## src/rtl/addsub_pkg.sv

```systemverilog
package addsub_pkg;
  typedef enum logic [1:0] {
    OP_ADD = 2'b00,
    OP_SUB = 2'b01,
    OP_ADC = 2'b10,
    OP_SBB = 2'b11
  } op_e;

  typedef struct packed {
    logic carry;
    logic ovf;
    logic sign;
    logic zero;
    logic parity;
  } flags_t;

  localparam int PARITY_BITS = 8;
endpackage

```

## src/rtl/addsub_operand_prep.sv

```systemverilog
module addsub_operand_prep
  import addsub_pkg::*;
#(
  parameter int W = 8
) (
  input  op_e          op,
  input  logic [W-1:0] opb,
  input  logic         cin_flag,
  output logic [W-1:0] b_eff,
  output logic         cin,
  output logic         is_sub
);
  // Subtract-type codes have bit 0 set; they invert the second operand
  assign is_sub = op[0];
  assign b_eff  = is_sub ? ~opb : opb;

  always_comb begin
    unique case (op)
      OP_ADD:  cin = 1'b0;
      OP_SUB:  cin = 1'b1;
      OP_ADC:  cin = cin_flag;
      OP_SBB:  cin = ~cin_flag;  // borrow-in becomes inverted carry-in
      default: cin = 1'b0;
    endcase
  end
endmodule

```

## src/rtl/addsub_adder_core.sv

```systemverilog
module addsub_adder_core #(
  parameter int W = 8
) (
  input  logic [W-1:0] a,
  input  logic [W-1:0] b,
  input  logic         cin,
  output logic [W-1:0] sum,
  output logic         c_msb_in,
  output logic         c_out
);
  localparam int LW = W - 1;

  logic [LW-1:0] low_sum;
  logic          msb_sum;

  // Lower bits first so the carry entering the sign bit is visible
  assign {c_msb_in, low_sum} = {1'b0, a[LW-1:0]} + {1'b0, b[LW-1:0]}
                             + {{LW{1'b0}}, cin};
  assign {c_out, msb_sum}    = {1'b0, a[W-1]} + {1'b0, b[W-1]} + {1'b0, c_msb_in};
  assign sum                 = {msb_sum, low_sum};
endmodule

```

## src/rtl/addsub_flag_gen.sv

```systemverilog
module addsub_flag_gen
  import addsub_pkg::*;
#(
  parameter int W  = 8,
  parameter int PW = PARITY_BITS
) (
  input  logic [W-1:0] sum,
  input  logic         c_msb_in,
  input  logic         c_out,
  input  logic         is_sub,
  output flags_t       flags
);
  always_comb begin
    flags.carry  = c_out ^ is_sub;        // borrow polarity on subtraction
    flags.ovf    = c_msb_in ^ c_out;
    flags.sign   = sum[W-1];
    flags.zero   = ~|sum;
    flags.parity = ~^sum[PW-1:0];
  end
endmodule

```

## src/rtl/addsub_flag_unit.sv

```systemverilog
module addsub_flag_unit
  import addsub_pkg::*;
#(
  parameter int W       = 8,
  parameter bit OUT_REG = 1'b1
) (
  input  logic         clk,
  input  logic         rst,
  input  logic [1:0]   op_sel,
  input  logic [W-1:0] opa,
  input  logic [W-1:0] opb,
  input  logic         cin_flag,
  output logic [W-1:0] result,
  output logic         flag_carry,
  output logic         flag_ovf,
  output logic         flag_sign,
  output logic         flag_zero,
  output logic         flag_parity
);
  op_e          op;
  logic [W-1:0] b_eff;
  logic         add_cin;
  logic         is_sub;
  logic [W-1:0] sum;
  logic         c_msb_in;
  logic         c_out;
  flags_t       flags_d;
  logic [W-1:0] res_q;
  flags_t       flags_q;

  assign op = op_e'(op_sel);

  addsub_operand_prep #(.W(W)) prep_i (
    .op(op), .opb(opb), .cin_flag(cin_flag),
    .b_eff(b_eff), .cin(add_cin), .is_sub(is_sub)
  );

  addsub_adder_core #(.W(W)) core_i (
    .a(opa), .b(b_eff), .cin(add_cin),
    .sum(sum), .c_msb_in(c_msb_in), .c_out(c_out)
  );

  addsub_flag_gen #(.W(W)) flg_i (
    .sum(sum), .c_msb_in(c_msb_in), .c_out(c_out), .is_sub(is_sub),
    .flags(flags_d)
  );

  generate
    if (OUT_REG) begin : g_reg
      always_ff @(posedge clk) begin
        if (rst) begin
          res_q   <= '0;
          flags_q <= '0;
        end else begin
          res_q   <= sum;
          flags_q <= flags_d;
        end
      end
    end else begin : g_comb
      assign res_q   = sum;
      assign flags_q = flags_d;
    end
  endgenerate

  assign result      = res_q;
  assign flag_carry  = flags_q.carry;
  assign flag_ovf    = flags_q.ovf;
  assign flag_sign   = flags_q.sign;
  assign flag_zero   = flags_q.zero;
  assign flag_parity = flags_q.parity;
endmodule

```

## config.mk

```make
export PLATFORM = sky130hd
export DESIGN_NAME = addsub_flag_unit
export DESIGN_NICKNAME = d
export VERILOG_FILES = /design/src/rtl/addsub_pkg.sv /design/src/rtl/addsub_operand_prep.sv /design/src/rtl/addsub_adder_core.sv /design/src/rtl/addsub_flag_gen.sv /design/src/rtl/addsub_flag_unit.sv
export SDC_FILE = /design/constraint.sdc
export NUM_CORES = 1
export LEC_CHECK = 0
export ABC_AREA = 0
export BUFFER_PORTS_ARGS = -buffer_cell sky130_fd_sc_hd__buf_2
export CAP_MARGIN = 15
export CORE_UTILIZATION = 40
export DETAILED_ROUTE_END_ITERATION = 6
export PLACE_DENSITY = 0.71
export SYNTH_ARGS = -nofsm -noshare
export SYNTH_HDL_FRONTEND = slang
export SYNTH_SLANG_ARGS = --single-unit
```

## constraint.sdc

```tcl
create_clock -name clk -period 2.8 [get_ports clk]
set_input_delay 0 -clock clk [delete_from_list [all_inputs] [get_ports clk]]
set_output_delay 0 -clock clk [all_outputs]
set_load 0.005 [all_outputs]
```

==> metrics <==
status completed; final-report max-slew violation count 0; total number of vias around 670; top_reg_cell synth dfxtp_1; Pwr Density approximately 630 mW/mm^2; Worst Tran Pin Value around 0.28 ns; top cells by area, synth dfxtp_1 29%, ha_1 15%, xor2_1 13%; clk sinks 12; post-synth top area share 0.286; Avg Inst Size Synth about 9.7 um^2; Synth cell types 25; fmax about 420 MHz; remaining antenna violation count 0; # setup viols final 0; hold path cells 2; Setup crit start op_sel[0]; Pleak around 0.00055 uW; Compound-Gate Fraction of Synth Area 0.125; post_cts resized 0; starting density of the core 0.428; Metal-1 WL 675 um; RSZ-0062 raised after global routing false; Tcrit/Tclk final 0.852; total of max-cap violations 0; Initial DRC Count 5; Mapped Cells 87; layout cells sized above 1 0.344; H-tree depth 1; synth warn 0; Post-synth EDFFs 0; Mapped Nets between 100 and 150; hold_buf cts 0; Remaining DRCs 0; Setup Buffers After CTS 0; total CTS buffers 3; Max clock buf depth 2; highest metal used met4; CTS clk-pin slew, worst paths ~0.07 ns; vias in the first global route between 600 and 700; Setup crit start kind input port; Post-Layout Cell Count around 150; sequential element share of the synthesized area 0.286; HPWL after DPL between 1000 and 1500 um; WL/cell between 10 and 15 um; flops & latches, synth 12; Post-synth ARST share 0; Setup TNS 0 ns; Final #Nets between 150 and 200; vias per cell 4.52; # fillers around 200; Hold Vio Cnt, Final 0; largest net degree at the start of global routing 15; Post-Synth Adder-Cell Area 0.221; Hold WC Path Type in -> reg; cell taking the most area after synthesis dfxtp_1; Rows 16; die area roughly 0.0023 mm^2; CTS tree built; Critical Path RT just under 3 ns; Port Buffer Count 33; gr usage total 0.161; Post-synth top cells 12 x dfxtp_1, 12 x xor2_1, 11 x nor2_1; Root Buffer clkbuf_4; core area between 0.0015 and 0.002 mm^2; GR Overflow Total 0; Peak supply drop 0.253 mV; antenna violations before repair 0; crit path DAT 2.54 ns; Total Wirelength 1510 um; first-pass GRT wire length between 2000 and 3000 um; crit path kind in -> reg; Worst setup endpoint flag_parity$_SDFF_PP0_; dpl cells approximately 150; Worst slew margin 0.816; Max FO, Critical Path 5; met3 WL post-DR around 73 um; Synth Area in XOR/XNOR 0.177; total iterations of the first detailed-routing run 3; metal2 WL about 750 um; Area Growth Syn to Fin 27.0%; min Tclk post-route 2.39 ns; chip height ~48 um; largest family of logic cells by synthesized area adder cells; RD Place Congestion about 0.8; multiplexer area fraction after synthesis 0.0313; Ports 34; simple-gate area share of the yosys netlist 0.122; critical path capture point type flip-flop; Netlist Area Pre-Place around 840 um^2; antenna cells 0; Die X about 48 um
worst min path at each step:
stage	from	end	slack (ns)
2_1_floorplan	rst	result[5]$_SDFF_PP0_	0.22
3_3_place_gp	rst	result[1]$_SDFF_PP0_	0.32
3_5_place_dp	rst	result[7]$_SDFF_PP0_	0.31
4_1_cts	rst	result[7]$_SDFF_PP0_	0.03
5_1_grt	rst	result[6]$_SDFF_PP0_	0.06
6_report	rst	result[7]$_SDFF_PP0_	0.04
placed cells by master (no fill, tap or decap):
cell type and n:
fa_1 3, a21o_1 2, a211oi_2 1, clkbuf_4 3, clkbuf_8 1, mux2_4 1
ha_1 10, nor3b_1 3, o31a_1 1, o21ai_0 1, o21a_1 2, buf_2 33
a21oi_2 1, a21oi_1 4, nand2_1 4, nor2b_1 3, inv_1 4, xnor2_1 5
mux2_2 1, o211a_1 1, buf_4 1, nand3_1 1, a221o_1 1, xor2_1 12
nor2_1 11, dfxtp_1 12
sequential cells by signal, indices dropped and copies added (netlist names):
register     count
flag_carry       1
flag_zero        1
result           8
flag_ovf         1
flag_parity      1
per-layer routing:
| metal | GRT usage | up-vias |
|---|---|---|
| li1 | - | 361 |
| met1 | 0.205 | 289 |
| met2 | 0.270 | 22 |
| met3 | 0.0113 | 2 |
| met4 | 0.0833 | 0 |
| met5 | 0 | - |
final cells by class:
type	instances	area, um^2	share of cell area
Timing Repair Buffer	34	173	0.162
Tap cell	27	33.8	0.0317
Sequential cell	12	240	0.225
Clock buffer	4	36.3	0.0340
Inverter	4	15.0	0.0141
Multi-Input combinational cell	68	568	0.533
worst max-delay path, stage by stage:
cell	delay (ns)
buf_2	0.14
xor2_1	0.18
fa_1	0.44
a21o_1	0.18
a21oi_2	0.19
o31a_1	0.24
fa_1	0.48
ha_1	0.32
xor2_1	0.18
xnor2_1	0.14
nor2_1	0.05
kinds of logic (layout without fill, tap and decap cells):
| family | Yosys count | in the layout |
|---|---|---|
| adder cells (fa/ha/maj) | 13 | 13 |
| flip-flops | 12 | 12 |
| XOR/XNOR | 17 | 17 |
| AO/OA/AOI/OAI | 14 | 14 |
| AND/OR/NAND/NOR | 22 | 22 |
| multiplexers | 2 | 2 |
| buffers and inverters | 7 | 42 |
through the flow:
| step | worst slack (ns) | area [um^2] | hold WS, ns | utilization | power (uW) |
|---|---|---|---|---|---|
| global route | 0.222 | 1070 | 0.0596 | 0.543 | 736 |
| global placement | 0.225 | 1030 | 0.315 | 0.525 | 535 |
| finish | 0.415 | 1070 | 0.0368 | 0.543 | 668 |
| floorplan | 0.234 | 840 | 0.225 | - | 463 |
| CTS | 0.420 | 1070 | 0.0288 | 0.543 | 674 |
| detailed placement | 0.173 | 1030 | 0.307 | 0.525 | 542 |
power by group:
group	switching, uW	internal, uW	total [uW]
Combinational	160	169	329
Sequential	6.49	204	210
Clock	49.7	78.9	129
Total	216	452	668
Note: power is estimated with default switching activity, not from simulation.
